`src/rtl/pcc_pkg.sv`:
```
package pcc_pkg;
  typedef enum logic [1:0] {
    SEL_END   = 2'd0,
    SEL_START = 2'd1,
    SEL_FLAG  = 2'd2,
    SEL_NONE  = 2'd3
  } sel_e;
endpackage

```
`src/rtl/pcc_edge_det.sv`:
```
module pcc_edge_det (
  input  logic clk,
  input  logic rst_n,
  input  logic mode_en,
  input  logic sig_in,
  input  logic edge_rise,
  output logic qual
);
  logic sig_q;

  function automatic logic edge_hit(input logic now, input logic prev, input logic rise);
    return rise ? (now & ~prev) : (~now & prev);
  endfunction

  always_ff @(posedge clk or negedge rst_n) begin
    if (!rst_n) sig_q <= 1'b0;
    else        sig_q <= sig_in;
  end

  assign qual = mode_en & edge_hit(sig_in, sig_q, edge_rise);

  p_wrong_pol_r1: assert property (@(posedge clk) disable iff (!rst_n)
    (sig_in == sig_q) |-> !qual);
  p_pol_level_r1: assert property (@(posedge clk) disable iff (!rst_n)
    qual |-> (sig_in == edge_rise));
endmodule

```
`src/rtl/pcc_shadow_regs.sv`:
```
module pcc_shadow_regs #(
  parameter int TB_W = 24
) (
  input  logic            clk,
  input  logic            rst_n,
  input  logic            mode_en,
  input  logic            qual,
  input  logic [TB_W-1:0] tbase,
  input  logic            rd_end,
  input  logic            rd_start,
  output logic [TB_W-1:0] a2,
  output logic [TB_W-1:0] b1,
  output logic            first_edge,
  output logic            later_edge
);
  logic [TB_W-1:0] a1, b2;
  logic [TB_W-1:0] a1_nx, a2_nx, b1_nx, b2_nx;
  logic            seen, blocked, blocked_nx, any_rd;

  assign first_edge = qual & ~seen;
  assign later_edge = qual & seen;
  assign any_rd     = rd_end | rd_start;

  always_comb begin
    a1_nx = a1;
    a2_nx = a2;
    b1_nx = b1;
    b2_nx = b2;
    blocked_nx = blocked;
    if (qual) begin
      a2_nx = tbase;
      b2_nx = tbase;
      if (!blocked) b1_nx = b2;
      if (seen)     a1_nx = b2;
    end
    if (any_rd) b1_nx = a1_nx;
    if (rd_end)        blocked_nx = 1'b1;
    else if (rd_start) blocked_nx = 1'b0;
  end

  always_ff @(posedge clk or negedge rst_n) begin
    if (!rst_n) begin
      a1 <= '0; a2 <= '0; b1 <= '0; b2 <= '0;
      seen <= 1'b0; blocked <= 1'b0;
    end else if (!mode_en) begin
      a1 <= '0; a2 <= '0; b1 <= '0; b2 <= '0;
      seen <= 1'b0; blocked <= 1'b0;
    end else begin
      a1 <= a1_nx; a2 <= a2_nx; b1 <= b1_nx; b2 <= b2_nx;
      blocked <= blocked_nx;
      if (qual) seen <= 1'b1;
    end
  end

  p_a2_capture_r2: assert property (@(posedge clk) disable iff (!rst_n)
    (qual && mode_en) |=> (a2 == $past(tbase)));
  p_b1_shift_r2: assert property (@(posedge clk) disable iff (!rst_n)
    (qual && mode_en && !blocked && !any_rd) |=> (b1 == $past(b2)));
  p_a1_first_r3: assert property (@(posedge clk) disable iff (!rst_n)
    (first_edge && mode_en) |=> $stable(a1));
  p_b1_frozen_r7: assert property (@(posedge clk) disable iff (!rst_n)
    (blocked && mode_en && !any_rd) |=> $stable(b1));
  p_unblock_r8: assert property (@(posedge clk) disable iff (!rst_n)
    (rd_start && mode_en) |=> !blocked);
  p_rd_order_r11: assert property (@(posedge clk) disable iff (!rst_n)
    (any_rd && mode_en) |=> (b1 == a1));
endmodule

```
`src/rtl/pcc_flag.sv`:
```
module pcc_flag (
  input  logic clk,
  input  logic rst_n,
  input  logic mode_en,
  input  logic set_evt,
  input  logic clr_evt,
  output logic flag
);
  always_ff @(posedge clk or negedge rst_n) begin
    if (!rst_n)        flag <= 1'b0;
    else if (!mode_en) flag <= 1'b0;
    else if (set_evt)  flag <= 1'b1;
    else if (clr_evt)  flag <= 1'b0;
  end

  p_set_r5: assert property (@(posedge clk) disable iff (!rst_n)
    (set_evt && mode_en) |=> flag);
  p_sticky_r9: assert property (@(posedge clk) disable iff (!rst_n)
    (flag && mode_en && !clr_evt) |=> flag);
  p_off_r10: assert property (@(posedge clk) disable iff (!rst_n)
    !mode_en |=> !flag);
endmodule

```
`src/rtl/period_capture_chan.sv`:
```
module period_capture_chan #(
  parameter int TB_W = 24
) (
  input  logic            clk,
  input  logic            rst_n,
  input  logic            sig_in,
  input  logic [TB_W-1:0] tbase,
  input  logic            edge_rise,
  input  logic            mode_en,
  input  logic [1:0]      bus_addr,
  input  logic            bus_rd,
  input  logic            bus_wr,
  input  logic [TB_W-1:0] bus_wdata,
  output logic [TB_W-1:0] bus_rdata,
  output logic            flag
);
  import pcc_pkg::*;

  logic            qual, first_edge, later_edge;
  logic            rd_end, rd_start, clr_evt;
  logic [TB_W-1:0] a2, b1;
  sel_e            sel;

  assign sel      = sel_e'(bus_addr);
  assign rd_end   = bus_rd & (sel == SEL_END);
  assign rd_start = bus_rd & (sel == SEL_START);
  assign clr_evt  = bus_wr & (sel == SEL_FLAG) & bus_wdata[0];

  pcc_edge_det u_edge (
    .clk(clk), .rst_n(rst_n), .mode_en(mode_en),
    .sig_in(sig_in), .edge_rise(edge_rise), .qual(qual)
  );

  pcc_shadow_regs #(.TB_W(TB_W)) u_regs (
    .clk(clk), .rst_n(rst_n), .mode_en(mode_en), .qual(qual),
    .tbase(tbase), .rd_end(rd_end), .rd_start(rd_start),
    .a2(a2), .b1(b1), .first_edge(first_edge), .later_edge(later_edge)
  );

  pcc_flag u_flag (
    .clk(clk), .rst_n(rst_n), .mode_en(mode_en),
    .set_evt(later_edge), .clr_evt(clr_evt), .flag(flag)
  );

  always_comb begin
    bus_rdata = '0;
    if (bus_rd) begin
      unique case (sel)
        SEL_END:   bus_rdata = a2;
        SEL_START: bus_rdata = b1;
        SEL_FLAG:  bus_rdata[0] = flag;
        default:   bus_rdata = '0;
      endcase
    end
  end

  p_first_noflag_r4: assert property (@(posedge clk) disable iff (!rst_n)
    (first_edge && mode_en && !flag) |=> !flag);
  p_off_clear_r10: assert property (@(posedge clk) disable iff (!rst_n)
    !mode_en |=> (a2 == '0 && b1 == '0));
  p_idle_rd_r6: assert property (@(posedge clk) disable iff (!rst_n)
    !bus_rd |-> (bus_rdata == '0));
endmodule

```
`config.mk`:
```
export PLATFORM = sky130hd
export DESIGN_NAME = period_capture_chan
export DESIGN_NICKNAME = d
export VERILOG_FILES = /design/src/rtl/pcc_pkg.sv /design/src/rtl/pcc_edge_det.sv /design/src/rtl/pcc_shadow_regs.sv /design/src/rtl/pcc_flag.sv /design/src/rtl/period_capture_chan.sv
export SDC_FILE = /design/constraint.sdc
export NUM_CORES = 1
export LEC_CHECK = 0
export ABC_AREA = 1
export BUFFER_PORTS_ARGS = -buffer_cell sky130_fd_sc_hd__buf_4
export CELL_PAD_IN_SITES_DETAIL_PLACEMENT = 1
export CELL_PAD_IN_SITES_GLOBAL_PLACEMENT = 1
export CORE_MARGIN = 2
export CORE_UTILIZATION = 39
export CTS_CLUSTER_SIZE = 25
export DETAILED_ROUTE_END_ITERATION = 8
export GPL_ROUTABILITY_DRIVEN = 1
export PLACE_DENSITY_LB_ADDON = 0.15
export SYNTH_ARGS = -nofsm -noshare
export SYNTH_HDL_FRONTEND = slang
export SYNTH_SLANG_ARGS = --single-unit
```
`constraint.sdc`:
```
create_clock -name clk -period 1.7 [get_ports clk]
set_input_delay 0.085 -clock clk [delete_from_list [all_inputs] [get_ports clk]]
set_output_delay 0.085 -clock clk [all_outputs]
set_load 0.01 [all_outputs]
```
==> results.yml, run 1 <==
outcome:
  status: "finished, final reports clean"
cts:
  post-cts-setup-buffers: 0
  cts.sink_count: 76
  clk-insertion-delay-late_ps: 350
  h-tree-depth: 3
  cts_root_buf: "clkbuf_8"
  cts_buffers: 9
  clk_path_buf_depth: 2
  cts_tree: "done"
  clk_pin_slew_ps: 80
logic_synthesis:
  netlist_top_cells_count: "110 x nand2_1, 76 x dfrtp_1, 72 x nand3_1"
  syn_area_sq_mm: 0.003766
  synth_nets: 541
  synth-seq-cells: 76
  synth.avg_cell_area_sq_um: 7.781
  synth-edff-count: 0
  yosys_warnings: 0
  synth_top_area_cell: "dfrtp_1"
  synth_most_common_cell: "nand2_1"
  seq_area_frac_synth: 0.5050
  synth_area_leaders: "dfrtp_1 50%, nand2_1 11%, nand3_1 9.6%"
  async_flop_share: 1.000
  ys_types: 21
  ys.flop_type: "dfrtp_1"
  syn_inst: 484
  synth_top_area_frac: 0.5050
drt:
  first_pass_iters: 7
  postRouteAntennaNets: 0
  route.detailed.drc: 0
  wirelength_um: 11500
  vias: 3676
  viasPerCell: 5.259
  drtIter0Drc: 136
  post_drt_wl_per_cell_um: 16.46
power_and_ir_drop:
  power.switching_mw: 1.173
  p_sw_frac: 0.2715
  intPower_mw: 3.147
  total_power_mw: 4.320
  p_per_area_mw_per_mm2: 890.5
  seqPwrFrac: 0.464
  vdd_drop_max_mv: 0.5247
  power_frac_comb: 0.160
  leakagePower_nw: 2.328
  power_frac_clock: 0.376
critical_path:
  critical_path_class: "flip-flop to flip-flop"
  path_cells: "nand2_2 -> clkinv_2 -> nand3_4 -> nand2_1 -> nand3_1 -> nand2_1 -> nand2_1"
  crit_buf_inv: 1
  critPathSlowestCell: "dfrtp_1"
  r2r_start: "u_regs.seen"
  cp-end-kind: "flip-flop"
  crit_top_cell: "nand2_1"
  cpPeakStageDelay_ps: 380
  worst_ep_required_time_ps: 1950
  crit_family: "simple AND/OR/NAND/NOR gates"
  arrival_ps: 1740
  cp_max_fo: 25
  cp-start-kind: "flip-flop"
  setup.worst_path.start: "u_regs.seen"
floorplan:
  start_util: 0.4057
  rows: 35
  die_w_um: 102.3
  pin_count: 82
  die_y_um: 102.3
  die_area_sq_mm: 0.01046
  core_area_sq_mm: 0.009284
sta:
  maxSlewHeadroom: 0.7655
  final-setup-viol-count: 0
  slew_violations: 0
  finalWorstSetupSlack_ps: 207.0
  tightest_slew_ps: 351.8
  clock_skew_ps: 6.982
  hold_viol_final: 0
  timing.final.crit_share: 0.8782
  rsz0062_at_grt: "no"
  fmax_mhz: 669.8
  tns_ps: 0
  fin_crit_ps: 1493
global_route:
  grtUsageTotal: 0.2412
  grt_pass1_vias: 3963
  grt_max_degree: 32
  grt-ovfl-total: 0
  grt_pass1_wl_um: 19620
  antenna_found_initial: 0
placed_design:
  dpl.hpwl_um: 7422
  dpl_cell_area_sq_mm: 0.004374
  dp_slack_ps: 196.5
  gp_congestion: 0.7469
  port_buffers: 58
hold_path:
  hold_path.class: "input port to flip-flop"
  min-delay-start: "tbase[23]"
layout:
  area_delta_synth_final_pct: 28.80
  drive_above_1_share: 0.1895
  finalInstanceArea_sq_mm: 0.004851
  antennaDiodeCount: 0
  nNetsFinal: 622
job:
  maxCapViolCount: 0
-- power groups by stage --
stage	clock network (mW)	logic, mW	registers (mW)
floorplan	0	0.373	2.02
global placement	0	0.628	2.03
detailed placement	0	0.649	2.04
CTS	1.66	0.695	2.01
global route	1.74	0.781	2.02
finish	1.62	0.692	2.00
-- path summary, 6_finish.rpt --
kind / slack [ps] / to / cells past startpoint
max in group asynchronous: 1040 / u_regs.a1[2] / 3
max: 210 / u_regs.b1[19] / 7
min reg2reg: 480 / u_regs.b1[15] / 2
min in group asynchronous: 120 / u_regs.b2[5] / 2
min: 20 / u_regs.b2[23] / 3
max reg2reg: 210 / u_regs.b1[19] / 7
-- worst min-delay path: stages --
cell and delay [ps]:
buf_4 80, nand3_1 90, o21ai_1 80
-- cells by family (layout without fill, tap and decap cells) --
| family | Yosys count | after routing | share of synthesized area |
|---|---|---|---|
| and+or+nand+nor | 264 | 264 | 0.3106 |
| DFF | 76 | 76 | 0.5050 |
| buffers and inverters | 69 | 155 | 0.08405 |
| AOI/OAI and AO/OA | 75 | 75 | 0.1003 |
-- layout make-up --
| type | instances | area, sq um |
|---|---|---|
| flip-flops and latches | 76 | 1902 |
| well taps | 129 | 161.4 |
| inverters | 35 | 132.6 |
| clock buffers | 13 | 168.9 |
| fillers | 1140 | 4433 |
| multi-input cells | 339 | 1553 |
| repair buffers | 104 | 865.8 |
| clock inverters | 3 | 67.56 |
-- what timing repair did --
action / CTS / global route
gates resized for setup: 0 / 0
hold buffers: 24 / 0
endpoints found under the hold margin: 99 / 0
-- flip-flops by register name, indices dropped and copies added, names as in the netlist --
| signal | flops |
|---|---|
| u_edge.sig_q | 1 |
| u_flag.flag | 1 |
| u_regs.a1 | 24 |
| u_regs.b1 | 24 |
| u_regs.b2 | 24 |
| u_regs.blocked | 1 |
| u_regs.seen | 1 |
-- placed cells by master, fill, tap and decap left out --
master | Yosys | final
clkinvlp_4 | 0 | 1
o22ai_1 | 2 | 2
inv_2 | 4 | 4
o21ai_0 | 36 | 36
nand3_1 | 72 | 72
clkbuf_1 | 13 | 1
a21oi_1 | 23 | 23
nand4_1 | 23 | 23
dfrtp_1 | 76 | 76
clkbuf_8 | 0 | 12
buf_4 | 8 | 78
nor2_1 | 51 | 51
nand2_2 | 5 | 5
clkinv_2 | 1 | 1
buf_12 | 0 | 2
nand3_4 | 1 | 1
nor2_2 | 2 | 1
inv_1 | 30 | 30
bufinv_16 | 0 | 2
nor2_4 | 0 | 1
dlygate4sd3_1 | 0 | 24
nand2_1 | 110 | 110
o21ai_1 | 14 | 14
-- metrics by stage --
| stage | cells | utilization | hold WS [ps] |
|---|---|---|---|
| global route | 699 | 0.5225 | 7.826 |
| floorplan | 484 | - | -210.6 |
| CTS | 699 | 0.5225 | 2.491 |
| finish | 699 | 0.5225 | 19.09 |
| detailed placement | 659 | 0.4712 | -40.17 |
| global placement | 659 | 0.4712 | -38.96 |
-- routing by layer --
layer | share of wire | track usage | up-vias | wire (um)
li1 | - | - | 1755 | -
met1 | 0.44 | 0.3013 | 1838 | 5049
met2 | 0.51 | 0.4231 | 66 | 5860
met3 | 0.038 | 0.05814 | 17 | 442
met4 | 0.013 | 0.05641 | 0 | 150
met5 | 0 | 0 | - | 0
No activity file was read; power rests on OpenSTA's default activity.
==> inputs of run 2 (changes only) <==
--- a/config.mk
+++ b/config.mk
@@ -9,12 +9,12 @@
 export BUFFER_PORTS_ARGS = -buffer_cell sky130_fd_sc_hd__buf_4
 export CELL_PAD_IN_SITES_DETAIL_PLACEMENT = 1
 export CELL_PAD_IN_SITES_GLOBAL_PLACEMENT = 1
-export CORE_MARGIN = 2
 export CORE_UTILIZATION = 39
 export CTS_CLUSTER_SIZE = 25
 export DETAILED_ROUTE_END_ITERATION = 8
 export GPL_ROUTABILITY_DRIVEN = 1
 export PLACE_DENSITY_LB_ADDON = 0.15
+export RECOVER_POWER = 100
 export SYNTH_ARGS = -nofsm -noshare
 export SYNTH_HDL_FRONTEND = slang
 export SYNTH_SLANG_ARGS = --single-unit
==> run 2 against run 1 <==
  * The flow now finishes with violations (hold timing)
  * Cell count is 0.72% lower
  * Sequential share of layout area is 0.79 points higher
  * Clock-buffer cell count is 2 lower
  * Fmax is 5.8% lower
  * Critical path depth is 2 higher
  * Sequential cell count stayed put
  * Sequential power hardly changed
  * Die area is 3.9% lower
==> results.yml, run 2 (same netlist as run 1, synthesis figures left out) <==
placed_design:
  gp_congestion: 0.7324
  port_buffers: 58
  dpl.hpwl_um: 7397
  dp.cells: 656
layout:
  final_util: 0.5121
  drive_above_1_share: 0.1451
  area_delta_synth_final_pct: 26.25
  antennaDiodeCount: 0
  final_common_cell: "nand2_1"
  stdcell_count: 694
  nNetsFinal: 618
  layout_common_cells: "109 x nand2_1, 76 x dfrtp_1, 72 x nand3_1, 51 x nor2_1"
  reg_top3: "u_regs.a1: 24 flops, u_regs.b1: 24 flops, u_regs.b2: 24 flops"
floorplan:
  pin_count: 82
  die_area_sq_mm: 0.01005
  die_y_um: 100.3
  core_area_sq_mm: 0.009284
  rows: 35
  start_util: 0.4057
  die_w_um: 100.3
critical_path:
  worst-r2r-cell-count: 9
  cp-end-kind: "flip-flop"
  cp-start-kind: "flip-flop"
  reg2reg_slack_ps: 120
  cp_max_fo: 13
  worst_ep_required_time_ps: 1950
  arrival_ps: 1830
  r2r_start: "u_edge.sig_q"
  critical_path_class: "flip-flop to flip-flop"
  setup.worst_path.start: "u_edge.sig_q"
  r2r-end: "u_regs.b1[0]"
cts:
  h-tree-depth: 3
  clk_pin_slew_ps: 80
  cts_buffers: 9
  clk_path_buf_depth: 2
  cts_tree: "done"
  clk-insertion-delay-late_ps: 350
  cts_root_buf: "clkbuf_8"
  post-cts-setup-buffers: 0
  cts.sink_count: 76
global_route:
  grt_pass1_vias: 3888
  antenna_found_initial: 0
  grt-ovfl-total: 0
  grtUsageTotal: 0.2583
  grt_max_degree: 49
  grt_pass1_wl_um: 19870
drt:
  drtIter0Drc: 141
  vias: 3697
  viasPerCell: 5.327
  route.detailed.drc: 0
  first_pass_iters: 4
  postRouteAntennaNets: 0
  post_drt_wl_per_cell_um: 17.18
  wirelength_um: 11920
sta:
  fin_crit_ps: 1584
  final-setup-viol-count: 0
  rsz0062_at_grt: "no"
  tightest_slew_ps: 629.8
  slew_violations: 0
  timing.final.crit_share: 0.9320
  hold_slack_ps: -2.819
  fmax_mhz: 631.2
  hold_viol_final: 1
  clock_skew_ps: 7.858
  tns_ps: 0
  maxSlewHeadroom: 0.5801
power_and_ir_drop:
  leakagePower_nw: 2.222
  vdd_drop_max_mv: 0.3670
  p_per_area_mw_per_mm2: 957.0
outcome:
  violations: "hold timing"
  status: "finished with violations"
hold_path:
  min_to: "u_regs.b2[16]"
  worst_hold_path.num_cells: 3
  hold_path.class: "input port to flip-flop"
  min-delay-start: "tbase[16]"
job:
  maxCapViolCount: 0
-- run 2: cell type report --
type                       instances  area (sq um)
multi-input combinational        340          1578
fill                            1195          4529
sequential                        76          1902
tap                              129         161.4
inverter                          35         132.6
clock buffer                      11         151.4
clock inverter                     4         120.1
timing repair buffer              99         709.4
-- run 2: through the flow --
stage               area [sq um]  total power [mW]  setup WS (ps)
global placement            4352             2.656          112.6
global route                4755             4.744          2.722
finish                      4755             4.550          115.6
detailed placement          4352             2.688          57.35
CTS                         4853             4.610          37.30
floorplan                   3766             2.388          438.0
-- run 2: what timing repair did --
action                     4_1_cts  5_1_grt
hold endpoints to repair        78        0
gates resized for setup          0        3
gates cloned                     1        0
setup endpoints to repair        1       13
pin swaps                        1        0
hold buffers                    22        0
-- run 2: worst max-delay path by stage --
stage / endpoint / cells past startpoint
floorplan: u_regs.b1[3] / 8
global placement: u_regs.b1[10] / 9
detailed placement: u_regs.b1[0] / 9
CTS: u_regs.b1[18] / 9
global route: u_regs.b1[10] / 9
finish: u_regs.b1[0] / 9
-- run 2: worst max-delay path, stage by stage, from the launching register on --
cell	delay, ps
dfrtp_1	380
inv_1	60
nand2_1	60
nand2_2	120
buf_4	220
nand3_4	230
nand2_2	150
nand3_1	100
nand2_1	110
nand2_1	50
-- run 2: where the power goes --
group / internal (mW) / leakage, nW / switching (mW)
Clock: 1.20 / 0.136 / 0.683
Combinational: 0.241 / 1.07 / 0.426
Sequential: 1.92 / 1.02 / 0.0785
Total: 3.36 / 2.22 / 1.19
-- run 2: layer usage --
metal	global-route usage	wire length [um]
met5	0	0
met4	0.09253	222
met3	0.03482	309
met2	0.4531	6072
met1	0.3254	5320
==> inputs of run 3 (changes only) <==
--- a/config.mk
+++ b/config.mk
@@ -9,6 +9,7 @@
 export BUFFER_PORTS_ARGS = -buffer_cell sky130_fd_sc_hd__buf_4
 export CELL_PAD_IN_SITES_DETAIL_PLACEMENT = 1
 export CELL_PAD_IN_SITES_GLOBAL_PLACEMENT = 1
+export CORE_MARGIN = 5
 export CORE_UTILIZATION = 39
 export CTS_CLUSTER_SIZE = 25
 export DETAILED_ROUTE_END_ITERATION = 8
==> run 3 against run 2 <==
  * The run now ends clean
  * Clock-buffer cell count decreased by 2
  * Non-clock buffer count stayed put
  * Sequential share of layout area increased by 0.30 points
  * Cell count unchanged
  * Routed wire length fell by 0.40%
  * Die area increased by 17%
  * Total power shrank 8.7%
  * Clock skew barely moved
  * First-iteration DRC count is 13% lower
  * Hold slack better by 6.2 ps
  * Fmax rose by 1.1%
  * Register-to-register slack better by 20 ps
  * Critical endpoint is now u_regs.b1[1]
  * Largest power group unchanged
  * Highest routed layer unchanged
==> results.yml, run 3 (same netlist as run 1, synthesis figures left out) <==
sta:
  slew_violations: 0
  rsz0062_at_grt: "no"
  final-setup-viol-count: 0
  tns_ps: 0
  maxSlewHeadroom: 0.5950
  timing.final.crit_share: 0.9214
  fmax_mhz: 638.4
  clock_skew_ps: 7.680
  fin_crit_ps: 1566
  tightest_slew_ps: 607.5
  hold_viol_final: 0
layout:
  stdcell_count: 694
  layout_common_cells: "111 x nand2_1, 76 x dfrtp_1, 72 x nand3_1, 51 x nor2_1, 47 x o21ai_0"
  final_common_cell: "nand2_1"
  antennaDiodeCount: 0
  area_delta_synth_final_pct: 25.32
  reg_top3: "u_regs.a1: 24 flops, u_regs.b1: 24 flops, u_regs.b2: 24 flops"
  final_util: 0.5060
  drive_above_1_share: 0.1398
  nNetsFinal: 618
job:
  maxCapViolCount: 0
cts:
  cts_root_buf: "clkbuf_8"
  cts_tree: "done"
  clk_pin_slew_ps: 80
  clk_path_buf_depth: 2
  clk-insertion-delay-late_ps: 350
  cts.sink_count: 76
  cts_buffers: 9
  h-tree-depth: 3
drt:
  viasPerCell: 5.300
  route.detailed.drc: 0
  top_layer_used: "met4"
  first_pass_iters: 4
  drtIter0Drc: 122
  wl_met3_um: 402
  wirelength_um: 11880
  post_drt_wl_per_cell_um: 17.11
  met1Wirelength_um: 5165
  postRouteAntennaNets: 0
  vias: 3678
  wl_met2_um: 6176
critical_path:
  cp-start-kind: "flip-flop"
  cp_max_fo: 14
  worst_ep_required_time_ps: 1990
  critical_path_class: "flip-flop to flip-flop"
  cp-end-kind: "flip-flop"
  arrival_ps: 1860
floorplan:
  die_y_um: 108.3
  die_area_sq_mm: 0.01172
  rows: 35
  start_util: 0.4038
  pin_count: 82
  die_w_um: 108.3
  core_area_sq_mm: 0.009328
power_and_ir_drop:
  vdd_drop_max_mv: 0.3665
  p_per_area_mw_per_mm2: 880.7
  leakagePower_nw: 2.201
global_route:
  grt_pass1_wl_um: 19510
  grtUsageTotal: 0.2127
  grt_pass1_vias: 4015
  grt-ovfl-total: 0
  grt_max_degree: 49
  antenna_found_initial: 0
hold_path:
  hold_path.class: "input port to flip-flop"
placed_design:
  dp.cells: 654
  port_buffers: 58
  gp_congestion: 0.7597
  dpl.hpwl_um: 7481
outcome:
  status: "finished, final reports clean"
-- run 3: stage by stage --
| stage | instance area (sq um) | power, mW | setup WS, ps | hold WS, ps |
|---|---|---|---|---|
| floorplan | 3766 | 2.388 | 438.0 | -210.6 |
| global placement | 4362 | 2.661 | 150.0 | 12.21 |
| detailed placement | 4362 | 2.688 | 116.4 | 16.18 |
| CTS | 4806 | 4.222 | 94.89 | 8.618 |
| global route | 4720 | 4.383 | 27.95 | 10.58 |
| finish | 4720 | 4.156 | 133.6 | 3.381 |
-- run 3: worst paths after layout --
kind | start | to | slack, ps | cells past startpoint
worst max-delay path | u_edge.sig_q | u_regs.b1[1] | 130 | 8
worst min-delay path | tbase[5] | u_regs.b2[5] | 3 | 3
worst max register to register | u_edge.sig_q | u_regs.b1[1] | 130 | 8
worst min register to register | u_regs.b1[5] | u_regs.b1[5] | 490 | 2
max in group asynchronous | rst_n | u_regs.a1[5] | 450 | 3
min in group asynchronous | rst_n | u_regs.b1[6] | 270 | 2
-- run 3: layer usage --
layer  vias up  global-route usage
li1       1748                   -
met1      1854              0.2574
met2        64              0.3850
met3        12             0.04179
met4         0             0.05771
met5         -                   0
-- run 3: timing repair --
| item | CTS | global route |
|---|---|---|
| buffers inserted | 0 | 0 |
| resized for setup | 0 | 3 |
| hold buffers | 24 | 0 |
| endpoints found under the hold margin | 77 | 0 |
| setup endpoints to repair | 0 | 6 |
-- run 3: cell type report --
class	instances	area (sq um)
clock buffers	9	123.9
clock inverters	6	80.08
flip-flops and latches	76	1902
well taps	129	161.4
inverters	35	132.6
fillers	1180	4608
repair buffers	99	747.0
multi-input cells	340	1573
-- run 3: worst max-delay path: stages (launching register included) --
cell	delay, ps
dfrtp_1	380
inv_1	50
nand2_1	60
nand2_2	200
clkbuf_2	380
nand4_1	190
nand3_1	140
nand2_1	60
nand2_1	50
-- run 3: power by group --
group / switching (mW) / leakage [nW] / internal, mW
Sequential: 0.0801 / 1.02 / 1.92
Combinational: 0.420 / 1.08 / 0.248
Clock: 0.675 / 0.109 / 0.809
Total: 1.17 / 2.20 / 2.98
